===== config.mk =====
export PLATFORM = sky130hd
export DESIGN_NAME = txr_engine
export DESIGN_NICKNAME = d
export VERILOG_FILES = /design/src/rtl/txr_pkg.sv /design/src/rtl/txr_crc32.sv /design/src/rtl/txr_buf_reader.sv /design/src/rtl/txr_desc_fsm.sv /design/src/rtl/txr_engine.sv
export SDC_FILE = /design/constraint.sdc
export NUM_CORES = 1
export LEC_CHECK = 0
export BUFFER_PORTS_ARGS = -buffer_cell sky130_fd_sc_hd__buf_2
export CAP_MARGIN = 10
export CORE_AREA = 4 4 156 158
export DETAILED_ROUTE_END_ITERATION = 10
export DIE_AREA = 0 0 160 162
export PLACE_DENSITY = 0.67
export SETUP_SLACK_MARGIN = 0.4
export SYNTH_ARGS = -nofsm -noshare
export SYNTH_HDL_FRONTEND = slang
export SYNTH_SLANG_ARGS = --single-unit

===== constraint.sdc =====
create_clock -name clk -period 6.8 [get_ports clk]
set_input_delay 1.02 -clock clk [delete_from_list [all_inputs] [get_ports clk]]
set_output_delay 1.02 -clock clk [all_outputs]
set_load 0.05 [all_outputs]

===== src/rtl/txr_pkg.sv =====
// Shared constants, types and the CRC step function for the transmit ring engine.
package txr_pkg;

    localparam int DATA_W   = 32;
    localparam int LEN_W    = 13;
    localparam int LEN2_LSB = 16;

    // Positions in descriptor word 0
    localparam int OWN_B    = 31;
    localparam int LAST_B   = 29;
    localparam int FIRST_B  = 28;
    localparam int FCS_B    = 25;
    localparam int RING_END_B = 21;
    localparam int ST_ESUM_B  = 15;
    localparam int ST_FLUSH_B = 5;
    localparam int ST_UFL_B   = 0;

    localparam logic [DATA_W-1:0] WB_CLR_MASK =
        (32'h1 << OWN_B) | (32'h1 << ST_ESUM_B) |
        (32'h1 << ST_FLUSH_B) | (32'h1 << ST_UFL_B);

    localparam logic [31:0] CRC_POLY_REFL = 32'hEDB88320;
    localparam logic [31:0] CRC_SEED      = 32'hFFFFFFFF;

    typedef enum logic [2:0] {
        ST_SUSP, ST_RD_CTL, ST_RD_LEN, ST_RD_PTR1,
        ST_RD_PTR2, ST_SEG, ST_FCS, ST_WB
    } txr_state_e;

    typedef enum logic [1:0] {
        W_CTL = 2'd0, W_LEN = 2'd1, W_PTR1 = 2'd2, W_PTR2 = 2'd3
    } txr_word_e;

    // Advance a reflected CRC-32 by one byte
    function automatic logic [31:0] crc32_step(input logic [31:0] c, input logic [7:0] b);
        logic [31:0] r;
        r = c ^ {24'h0, b};
        for (int i = 0; i < 8; i++) begin
            r = r[0] ? ((r >> 1) ^ CRC_POLY_REFL) : (r >> 1);
        end
        return r;
    endfunction

endpackage


===== src/rtl/txr_crc32.sv =====
// Frame check accumulator: cleared at a frame start, updated per accepted data byte.
// Assumes clr and upd are never high in the same cycle.
module txr_crc32 (
    input  logic        clk,
    input  logic        rst_n,
    input  logic        clr,
    input  logic        upd,
    input  logic [7:0]  din,
    output logic [31:0] fcs
);
    import txr_pkg::*;

    logic [31:0] acc_q;

    // Accumulator register
    always_ff @(posedge clk) begin
        if (!rst_n)   acc_q <= CRC_SEED;
        else if (clr) acc_q <= CRC_SEED;
        else if (upd) acc_q <= crc32_step(acc_q, din);
    end

    assign fcs = ~acc_q;
endmodule


===== src/rtl/txr_buf_reader.sv =====
// Streams one buffer of bytes from word memory. Fetches a word only when no
// fetched bytes remain, and keeps the word until its last needed lane is taken.
// Assumes start is pulsed only while busy is low and start_len is non-zero.
module txr_buf_reader #(
    parameter int ADDR_W = 16,
    parameter int LEN_W  = 13,
    localparam int BA_W  = ADDR_W + 2
) (
    input  logic              clk,
    input  logic              rst_n,
    input  logic              start,
    input  logic [BA_W-1:0]   start_baddr,
    input  logic [LEN_W-1:0]  start_len,
    output logic              mem_req,
    output logic [ADDR_W-1:0] mem_addr,
    input  logic              mem_ready,
    input  logic [31:0]       mem_rdata,
    output logic              byte_valid,
    output logic [7:0]        byte_data,
    output logic              byte_last,
    input  logic              byte_ready,
    output logic              busy
);
    logic [BA_W-1:0]  baddr_q;
    logic [LEN_W-1:0] remain_q;
    logic [31:0]      word_q;
    logic             word_v_q;
    logic [7:0]       lane_byte [4];

    for (genvar g = 0; g < 4; g++) begin : g_lane
        assign lane_byte[g] = word_q[8*g +: 8];
    end

    // Buffer walk: load, fetch word, hand out lanes
    always_ff @(posedge clk) begin
        if (!rst_n) begin
            busy     <= 1'b0;
            baddr_q  <= '0;
            remain_q <= '0;
            word_q   <= '0;
            word_v_q <= 1'b0;
        end else if (start) begin
            busy     <= 1'b1;
            baddr_q  <= start_baddr;
            remain_q <= start_len;
            word_v_q <= 1'b0;
        end else if (busy) begin
            if (!word_v_q) begin
                if (mem_ready) begin
                    word_q   <= mem_rdata;
                    word_v_q <= 1'b1;
                end
            end else if (byte_ready) begin
                baddr_q  <= baddr_q + 1'b1;
                remain_q <= remain_q - 1'b1;
                if (baddr_q[1:0] == 2'd3 || byte_last) word_v_q <= 1'b0;
                if (byte_last) busy <= 1'b0;
            end
        end
    end

    assign mem_req    = busy && !word_v_q;
    assign mem_addr   = baddr_q[BA_W-1:2];
    assign byte_valid = busy && word_v_q;
    assign byte_data  = lane_byte[baddr_q[1:0]];
    assign byte_last  = (remain_q == LEN_W'(1));
endmodule


===== src/rtl/txr_desc_fsm.sv =====
// Descriptor sequencer: poll handling, descriptor fetch, buffer hand-off,
// CRC byte phase, status write-back and ring advance.
// Assumes the buffer reader is idle whenever the state is not ST_SEG.
module txr_desc_fsm #(
    parameter int ADDR_W     = 16,
    parameter int DESC_WORDS = 8,
    localparam int BA_W      = ADDR_W + 2,
    localparam int LEN_W     = txr_pkg::LEN_W
) (
    input  logic              clk,
    input  logic              rst_n,
    input  logic [ADDR_W-1:0] ring_base,
    input  logic              poll,
    input  logic              mem_ready,
    input  logic [31:0]       mem_rdata,
    output logic              desc_req,
    output logic              desc_we,
    output logic [ADDR_W-1:0] desc_addr,
    output logic [31:0]       desc_wdata,
    output logic              rd_start,
    output logic [BA_W-1:0]   rd_baddr,
    output logic [LEN_W-1:0]  rd_len,
    input  logic              rd_done,
    input  logic              tx_hs,
    output logic              in_data,
    output logic              in_fcs,
    output logic [1:0]        fcs_idx,
    output logic              sof_pend,
    output logic              final_data,
    output logic              crc_clr
);
    import txr_pkg::*;

    txr_state_e        state_q;
    logic [ADDR_W-1:0] off_q;
    logic [31:0]       ctl_q;
    logic [LEN_W-1:0]  len1_q, len2_q;
    logic [BA_W-1:0]   ptr1_q, ptr2_q;
    logic              seg_q, started_q, poll_pend_q;
    txr_word_e         widx;
    logic              advance;

    // Which descriptor word the current state accesses
    always_comb begin
        unique case (state_q)
            ST_RD_LEN:  widx = W_LEN;
            ST_RD_PTR1: widx = W_PTR1;
            ST_RD_PTR2: widx = W_PTR2;
            default:    widx = W_CTL;
        endcase
    end

    // Memory-side outputs of the sequencer
    always_comb begin
        desc_req   = (state_q == ST_RD_CTL) || (state_q == ST_RD_LEN) ||
                     (state_q == ST_RD_PTR1) || (state_q == ST_RD_PTR2) ||
                     (state_q == ST_WB);
        desc_we    = (state_q == ST_WB);
        desc_addr  = ring_base + off_q + ADDR_W'(widx);
        desc_wdata = ctl_q & ~WB_CLR_MASK;
    end

    // Buffer hand-off and stream control
    always_comb begin
        rd_len     = seg_q ? len2_q : len1_q;
        rd_baddr   = seg_q ? ptr2_q : ptr1_q;
        in_data    = (state_q == ST_SEG);
        in_fcs     = (state_q == ST_FCS);
        rd_start   = in_data && !started_q && (rd_len != '0);
        advance    = in_data && ((!started_q && rd_len == '0) || rd_done);
        final_data = ctl_q[LAST_B] && !ctl_q[FCS_B] && (seg_q || len2_q == '0);
        crc_clr    = (state_q == ST_RD_CTL) && mem_ready &&
                     mem_rdata[OWN_B] && mem_rdata[FIRST_B];
    end

    // Remembered poll demand
    always_ff @(posedge clk) begin
        if (!rst_n) poll_pend_q <= 1'b0;
        else        poll_pend_q <= poll || (poll_pend_q && state_q != ST_SUSP);
    end

    // Main sequencer
    always_ff @(posedge clk) begin
        if (!rst_n) begin
            state_q   <= ST_SUSP;
            off_q     <= '0;
            ctl_q     <= '0;
            len1_q    <= '0;
            len2_q    <= '0;
            ptr1_q    <= '0;
            ptr2_q    <= '0;
            seg_q     <= 1'b0;
            started_q <= 1'b0;
            sof_pend  <= 1'b0;
            fcs_idx   <= '0;
        end else begin
            if (tx_hs) sof_pend <= 1'b0;
            unique case (state_q)
                ST_SUSP: if (poll_pend_q) state_q <= ST_RD_CTL;
                ST_RD_CTL: if (mem_ready) begin
                    ctl_q   <= mem_rdata;
                    state_q <= mem_rdata[OWN_B] ? ST_RD_LEN : ST_SUSP;
                    if (mem_rdata[OWN_B] && mem_rdata[FIRST_B]) sof_pend <= 1'b1;
                end
                ST_RD_LEN: if (mem_ready) begin
                    len1_q  <= mem_rdata[LEN_W-1:0];
                    len2_q  <= mem_rdata[LEN2_LSB +: LEN_W];
                    state_q <= ST_RD_PTR1;
                end
                ST_RD_PTR1: if (mem_ready) begin
                    ptr1_q  <= mem_rdata[BA_W-1:0];
                    state_q <= ST_RD_PTR2;
                end
                ST_RD_PTR2: if (mem_ready) begin
                    ptr2_q    <= mem_rdata[BA_W-1:0];
                    seg_q     <= 1'b0;
                    started_q <= 1'b0;
                    state_q   <= ST_SEG;
                end
                ST_SEG: begin
                    if (rd_start) started_q <= 1'b1;
                    if (advance) begin
                        if (!seg_q) begin
                            seg_q     <= 1'b1;
                            started_q <= 1'b0;
                        end else begin
                            fcs_idx <= '0;
                            state_q <= (ctl_q[LAST_B] && ctl_q[FCS_B]) ? ST_FCS : ST_WB;
                        end
                    end
                end
                ST_FCS: if (tx_hs) begin
                    fcs_idx <= fcs_idx + 1'b1;
                    if (fcs_idx == 2'd3) state_q <= ST_WB;
                end
                ST_WB: if (mem_ready) begin
                    off_q   <= ctl_q[RING_END_B] ? '0 : off_q + ADDR_W'(DESC_WORDS);
                    state_q <= ST_RD_CTL;
                end
                default: state_q <= ST_SUSP;
            endcase
        end
    end
endmodule


===== src/rtl/txr_engine.sv =====
// Transmit descriptor ring engine top: joins the sequencer, the buffer reader
// and the CRC accumulator, shares one memory port and forms the byte stream.
// Assumes DESC_WORDS >= 4 and that the sink and memory obey valid/ready rules.
module txr_engine #(
    parameter int ADDR_W     = 16,
    parameter int DESC_WORDS = 8
) (
    input  logic              clk,
    input  logic              rst_n,
    input  logic [ADDR_W-1:0] ring_base,
    input  logic              poll,
    output logic              mem_req,
    output logic              mem_we,
    output logic [ADDR_W-1:0] mem_addr,
    output logic [31:0]       mem_wdata,
    input  logic [31:0]       mem_rdata,
    input  logic              mem_ready,
    output logic [7:0]        tx_data,
    output logic              tx_valid,
    output logic              tx_sof,
    output logic              tx_eof,
    input  logic              tx_ready
);
    localparam int BA_W  = ADDR_W + 2;
    localparam int LEN_W = txr_pkg::LEN_W;

    logic              desc_req, desc_we;
    logic [ADDR_W-1:0] desc_addr;
    logic [31:0]       desc_wdata;
    logic              rd_start, rd_done, rd_busy;
    logic [BA_W-1:0]   rd_baddr;
    logic [LEN_W-1:0]  rd_len;
    logic              rd_req;
    logic [ADDR_W-1:0] rd_addr;
    logic              rd_valid, rd_last;
    logic [7:0]        rd_byte;
    logic              in_data, in_fcs, sof_pend, final_data, crc_clr;
    logic [1:0]        fcs_idx;
    logic [31:0]       fcs;
    logic              tx_hs, data_hs;

    txr_desc_fsm #(.ADDR_W(ADDR_W), .DESC_WORDS(DESC_WORDS)) u_fsm (
        .clk(clk), .rst_n(rst_n), .ring_base(ring_base), .poll(poll),
        .mem_ready(mem_ready), .mem_rdata(mem_rdata),
        .desc_req(desc_req), .desc_we(desc_we), .desc_addr(desc_addr),
        .desc_wdata(desc_wdata), .rd_start(rd_start), .rd_baddr(rd_baddr),
        .rd_len(rd_len), .rd_done(rd_done), .tx_hs(tx_hs),
        .in_data(in_data), .in_fcs(in_fcs), .fcs_idx(fcs_idx),
        .sof_pend(sof_pend), .final_data(final_data), .crc_clr(crc_clr)
    );

    txr_buf_reader #(.ADDR_W(ADDR_W), .LEN_W(LEN_W)) u_rdr (
        .clk(clk), .rst_n(rst_n), .start(rd_start), .start_baddr(rd_baddr),
        .start_len(rd_len), .mem_req(rd_req), .mem_addr(rd_addr),
        .mem_ready(mem_ready), .mem_rdata(mem_rdata),
        .byte_valid(rd_valid), .byte_data(rd_byte), .byte_last(rd_last),
        .byte_ready(in_data && tx_ready), .busy(rd_busy)
    );

    txr_crc32 u_crc (
        .clk(clk), .rst_n(rst_n), .clr(crc_clr), .upd(data_hs),
        .din(rd_byte), .fcs(fcs)
    );

    // Memory port sharing: the reader is only active during buffer phases
    always_comb begin
        mem_req   = desc_req || rd_req;
        mem_we    = desc_we && !rd_req;
        mem_addr  = rd_req ? rd_addr : desc_addr;
        mem_wdata = desc_wdata;
    end

    // Output stream formation
    always_comb begin
        tx_valid = (in_data && rd_valid && rd_busy) || in_fcs;
        tx_data  = in_fcs ? fcs[8*fcs_idx +: 8] : rd_byte;
        tx_sof   = tx_valid && sof_pend;
        tx_eof   = tx_valid && (in_fcs ? (fcs_idx == 2'd3) : (rd_last && final_data));
        tx_hs    = tx_valid && tx_ready;
        data_hs  = tx_hs && in_data;
        rd_done  = data_hs && rd_last;
    end
endmodule


# == After elaboration in Yosys (flattened, before gate mapping) ==
# Index checks and enable logic that the tools add are counted.
# totals
register_bits,215
wordCells,184
out_inout_bits,61
inputBits,53
# classes
n_reduce_logical,61
n_addsub,6
magnitude_cmp,1
n_eq_ne,20
bitwise_logic,14
mux,63
n_shift,1
# ops
operator,count
2-to-1 mux 32 bit,8
inverter 13 -> 14 bit,8
2-to-1 mux 18 bit,5
2-to-1 mux 13 bit,5
2-to-1 mux 16 bit,2
inverter 32 bit,1
variable part select 32 x 6 -> 8 bit,1
XOR 32 x 8 -> 32 bit,1
2-to-1 mux 3 bit,10
logical NOT 13 bit,2
logical AND 1 bit,24
2-to-1 mux 8 bit,3
one-hot mux 3 bit (8 select lines),1
2-to-1 mux 1 bit,20
"adder 18 x 1 -> 18 bit, second input constant",1
adder 16 bit,1
adder 16 x 2 -> 16 bit,1
"adder 16 x 4 -> 16 bit, second input constant",1
binary-select mux 8 bit (select 2 bit),1
"== test 13 x 1 -> 1 bit, second input constant",1
nonzero test 13 bit,1
"subtractor 13 x 1 -> 13 bit, second input constant",1
"== test 3 bit, second input constant",4
AND reduction 2 bit,6
other kinds (22),57

# == Logic depth before layout (Yosys ltp) ==
# logic_depth
ltp_word,21
mapped_depth,15

# == Modules after synthesis ==
# A second synthesis with hierarchy kept.
# unflattened
hier_cells,1363
hier_area_um2,11682.5
# by_module_without_submodules
mod,cells_each,seq_area_each_um2,instances,area_each_um2
txr_desc_fsm,691,2242.2,1,5751.8
txr_buf_reader,389,1301.2,1,3314.4
txr_crc32,212,640.6,1,2003.2
txr_engine,71,0.0,1,613.1

# == Worst setup path before layout ==
# No wires, ideal clock.
# synth_path
kind,in2out
start,in ring_base[1]
end,out mem_addr[15]
t_required_ps,5780
setup_slack_ps,1772
arrival_ps,4008
cell_stages,11
cell_sequence,ha_1 > ha_1 > inv_1 > fa_1 > and3b_1 > o21ai_0 > a21o_1 > a31oi_1 > a41oi_1 > xnor2_1 > o21ai_0
# synth_via
elab_chain_len,3
# synth_lines
element,line,source
"start, declared",txr_engine.sv:10,"input logic [ADDR_W-1:0] ring_base,"
adder 16 bit,txr_desc_fsm.sv:59,desc_addr = ring_base + off_q + ADDR_W'(widx);
adder 16 x 2 -> 16 bit,txr_desc_fsm.sv:59,
2-to-1 mux 16 bit,txr_engine.sv:69,mem_addr = rd_req ? rd_addr : desc_addr;
"end, declared",txr_engine.sv:14,"output logic [ADDR_W-1:0] mem_addr,"
# Every way passes these cells.

# == Worst setup path after layout ==
# layout_path
start,reg u_fsm.state_q[2]
end,out mem_addr[13]
# layout_via
elab_chain_len,4
word_cells_on_any_way,6
cone_classes,1 x add/sub; 3 x eq/ne; 2 x mux
# layout_lines
element,line,source
"start, declared",txr_desc_fsm.sv:34,txr_state_e state_q;
"start signal, assigned",txr_desc_fsm.sv:102,state_q <= mem_rdata[OWN_B] ? ST_RD_LEN : ST_SUSP;
"start signal, assigned",txr_desc_fsm.sv:128,state_q <= (ctl_q[LAST_B] && ctl_q[FCS_B]) ? ST_FCS : ST_WB;
== test 3 bit / == test 3 x 2 -> 1 bit (equally long branches),txr_desc_fsm.sv:45,unique case (state_q)
one-hot mux 2 bit (3 select lines) (*),txr_desc_fsm.sv:45,
adder 16 x 2 -> 16 bit (*),txr_desc_fsm.sv:59,
2-to-1 mux 16 bit (*),txr_engine.sv:69,
# Mark *: on every way between the ends. The rest lies on a longest branch, timed or not.

==> out/qor.log <==
[status] status completed
[floorplan] placeable core region 23100 um^2
[layout] Area growth syn-to-layout 13.5%
[synth] sequential element share of the synthesized area 0.379
[timing] Setup violations, final 0
[synth] Main synth FF type sky130_fd_sc_hd__dfxtp_1
[cts] CTS H-Tree Depth 1
[grt] initial antenna violation count 2
[route] wire length after detailed routing 28.9 mm
[cts] Post-CTS Setup Inserts 0
[power] VDD IR-drop max 0.190 mV
[synth] simple logic cell fraction of the synthesized area 0.202
[timing] maximum clock rate 195 MHz
[cts] count of clock tree sinks 209
[cts] clock slew at the register clock pins of the worst setup and hold paths 0.06 ns
[synth] Synth Area in Adders 0.0381
[grt] vias in the first global route 8621
[synth] average footprint of a synthesized cell 8.54 um^2
[grt] met1 GRT Util 0.318
[placement] port bufs 109
[timing] Final Cycle Share 0.756
[critical_path] CP Launch Point u_fsm.state_q[2]$_SDFFE_PN0P_
[route] DRC violation total after the first TritonRoute iteration 618
[synth] cell area after technology mapping 11000 um^2
[route] Antenna Nets Post-Route 0
[synth] gate count of the mapped netlist 1292
[critical_path] required time of the critical path 5.78 ns
[placement] Routability Congestion 0.853
[timing] final critical-path required period 5.14 ns
[grt] wire length of the first global-routing pass 46.5 mm
[synth] post-synthesis mux area share 0.0621
[synth] number of warnings issued by yosys 0
[timing] post-layout worst setup margin 1.66 ns
[synth] dominant combinational cell family by area after synthesis simple AND/OR/NAND/NOR gates
[route] drt wl/cell 17.3 um
[power] total design power 2.79 mW
[floorplan] number of primary I/O pins 114
[layout] net count reported at finish 1445
[synth] Synth area leader sky130_fd_sc_hd__dfxtp_1
[cts] clock tree root driver cell sky130_fd_sc_hd__clkbuf_16
[synth] Synth async-reset ratio 0
[synth] number of flops mapped to enable cells by yosys 0
[critical_path] startpoint of the most critical register-to-register path u_fsm.seg_q$_SDFFE_PN0P_
[critical_path] crit-path max FO 17
[flow_run] reported max-cap violation count 0
[timing] transition time at the pin with the least slew margin 1.13 ns
[timing] setup repair after global routing missed its margin no
[layout] layout cells sized above 1 0.145
[synth] top cells by area, synth sky130_fd_sc_hd__dfxtp_1 (38%), sky130_fd_sc_hd__nand2_1 (13%), sky130_fd_sc_hd__a21boi_0 (8.7%)
[floorplan] starting utilization of the core area 0.477
[critical_path] Worst setup endpoint mem_addr[13]
[timing] Hold Worst Slack 0.459 ns
[grt] routing usage on met3 0.0388
[grt] Total GRT Usage 0.217
[timing] Total Neg Setup Slack 0 ns
[critical_path] type of element launching the critical path flip-flop
[synth] area fraction in compound gates after synthesis 0.172
[synth] synth unique cells 61
[grt] largest net degree at the start of global routing 97
[cts] clock buffers created by TritonCTS 24
[timing] number of slew-limit violations in the final report 0
[floorplan] placement row count 56
[placement] Detailed Place HPWL 20.2 mm
[grt] GR peak layer met2
[grt] remaining global-route overflow 0
[grt] grt met2 use 0.340
[placement] worst slack at placement 2.02 ns
[layout] Layout fillers 2221
[route] DRT Pass-1 Iters 5
[critical_path] class of the most critical setup path flip-flop to output port
[timing] number of hold violations in the final report 0
[route] via density per instance 5.40
[critical_path] number of cells on the worst reg-to-reg path 9
[critical_path] minimum setup slack among reg-to-reg paths 3.45 ns
[floorplan] die area 25900 um^2
[floorplan] overall die width 160 um
[layout] most common library cell in the layout ignoring fill and taps sky130_fd_sc_hd__nand2_1
[synth] fraction of synthesized cell area in xor and xnor cells 0.110
[power] total power divided by cell area 223 nW/um^2
[cts] TritonCTS clock tree built
[layout] final standard cell utilization of the core 0.542
[worst_hold_path] type of the worst min-delay path flip-flop to flip-flop
[cts] maximum buffer depth of the clock tree 3
[timing] largest clock skew in the final design 0.0167 ns
[synth] Synth Register Bits 209
[layout] highest-count cells in the layout ignoring fill and taps sky130_fd_sc_hd__nand2_1 (372), sky130_fd_sc_hd__dfxtp_1 (208), sky130_fd_sc_hd__a21boi_0 (128)
[critical_path] arrival time worst endpoint 4.12 ns
[timing] worst slew margin relative to its limit 0.249
[synth] area fraction of the dominant cell type after synthesis 0.379
[critical_path] terminus of the critical flop-to-flop path u_rdr.word_q[0]$_SDFFE_PN0P_
[cts] number of gates resized after CTS 0
[cts] insertion delay of the later-clocked pin in the worst-skew pair 0.53 ns
[floorplan] height of the die 162 um
[critical_path] Worst setup EP type output port
[route] number of remaining DRC errors 0
[power] leakage power summed over all cells 5.01 nW
[route] vias 9004
[cts] CTS Hold Buffers Added 0
==> registers in the layout (all words and copies together), names as in the netlist <==
signal and cells:
u_fsm.off_q 13, u_fsm.ptr2_q 18, u_fsm.ctl_q 28, u_fsm.poll_pend_q 1, u_crc.acc_q 32, u_fsm.fcs_idx 2
u_rdr.baddr_q 18, u_fsm.seg_q 1, u_fsm.ptr1_q 18, u_fsm.len1_q 13, u_fsm.state_q 3, u_rdr.busy 1
u_fsm.started_q 1, u_rdr.remain_q 13, u_fsm.sof_pend 1, u_rdr.word_q 32, u_rdr.word_v_q 1, u_fsm.len2_q 13
==> per-stage QoR <==
step | instances | area, um^2
after floorplan | 1295 | 11000
after global placement | 1623 | 11700
after detailed placement | 1623 | 11700
after CTS | 1666 | 12500
after global routing | 1666 | 12500
final | 1667 | 12500
==> worst min-delay path by stage <==
stage / start / endpoint / slack (ns) / cells past startpoint
floorplan: u_rdr.word_q[22]$_SDFFE_PN0P_ / u_rdr.word_q[22]$_SDFFE_PN0P_ / 0.44 / 2
global placement: u_rdr.word_q[17]$_SDFFE_PN0P_ / u_rdr.word_q[17]$_SDFFE_PN0P_ / 0.45 / 2
detailed placement: u_fsm.ctl_q[9]$_SDFFE_PN0P_ / u_fsm.ctl_q[9]$_SDFFE_PN0P_ / 0.45 / 2
CTS: u_fsm.ctl_q[9]$_SDFFE_PN0P_ / u_fsm.ctl_q[9]$_SDFFE_PN0P_ / 0.46 / 2
global route: u_fsm.ctl_q[23]$_SDFFE_PN0P_ / u_fsm.ctl_q[23]$_SDFFE_PN0P_ / 0.48 / 2
finish: u_fsm.ctl_q[23]$_SDFFE_PN0P_ / u_fsm.ctl_q[23]$_SDFFE_PN0P_ / 0.46 / 2
==> routing by layer <==
metal	vias to the layer above	wire length [um]
met2	215	12600
met5	-	7
met1	4239	14000
met3	29	1730
li1	4519	-
met4	2	544
==> worst max-delay path, cell delays in order, from the launching register on <==
cell and delay, ns:
sky130_fd_sc_hd__dfxtp_1 0.64, sky130_fd_sc_hd__nand2b_1 0.13, sky130_fd_sc_hd__o21ai_0 0.19, sky130_fd_sc_hd__ha_1 0.26, sky130_fd_sc_hd__ha_1 0.21, sky130_fd_sc_hd__inv_1 0.07, sky130_fd_sc_hd__fa_1 0.20, sky130_fd_sc_hd__and3b_1 0.19
sky130_fd_sc_hd__o21ai_0 0.36, sky130_fd_sc_hd__a21o_1 0.20, sky130_fd_sc_hd__a31oi_1 0.15, sky130_fd_sc_hd__o21a_1 0.22, sky130_fd_sc_hd__or3_1 0.30, sky130_fd_sc_hd__a31o_2 0.24, sky130_fd_sc_hd__buf_2 0.20
==> cells in the mapped netlist (14+ instances only) <==
| cell type | number |
|---|---|
| sky130_fd_sc_hd__nand2_1 | 372 |
| sky130_fd_sc_hd__dfxtp_1 | 209 |
| sky130_fd_sc_hd__a21boi_0 | 128 |
| sky130_fd_sc_hd__clkbuf_1 | 67 |
| sky130_fd_sc_hd__xor2_1 | 54 |
| sky130_fd_sc_hd__xnor2_1 | 48 |
| sky130_fd_sc_hd__nor2_1 | 37 |
| sky130_fd_sc_hd__ha_1 | 32 |
| sky130_fd_sc_hd__a21oi_1 | 31 |
| sky130_fd_sc_hd__mux2i_1 | 31 |
| sky130_fd_sc_hd__o21ai_0 | 30 |
| sky130_fd_sc_hd__o211ai_1 | 23 |
| sky130_fd_sc_hd__and3_1 | 20 |
| sky130_fd_sc_hd__nand3_1 | 20 |
| sky130_fd_sc_hd__o211a_1 | 20 |
| sky130_fd_sc_hd__mux4_2 | 15 |
| sky130_fd_sc_hd__nor3_1 | 14 |
==> final cells by class <==
class | count | area (um^2) | area share
multi-input combinational | 991 | 6460 | 0.516
tap | 290 | 363 | 0.0290
clock buffer | 36 | 716 | 0.0571
inverter | 12 | 45.0 | 0.00360
sequential | 209 | 4190 | 0.334
antenna | 1 | 2.50 | 0.000200
timing repair buffer | 121 | 638 | 0.0509
clock inverter | 7 | 114 | 0.00909
==> cell families (layout without fill, tap and decap cells) <==
kind of cell               Yosys count  in the layout
AOI/OAI and AO/OA                  265            265
xor gates and xnor gates           119            119
adders and majority gates           33             33
buffers and inverters               95            176
DFF                                209            209
muxes                               48             48
other                                1              5
and+or+nand+nor                    522            522
==> power by group <==
part           internal [mW]  total [mW]  switching (mW)  leakage (nW)
Clock                  0.807        1.32           0.513         0.408
Combinational         0.0608       0.217           0.156          2.92
Sequential              1.24        1.25          0.0139          1.69
Total                   2.11        2.79           0.683          5.01
Power figures use the tool's default switching activity.
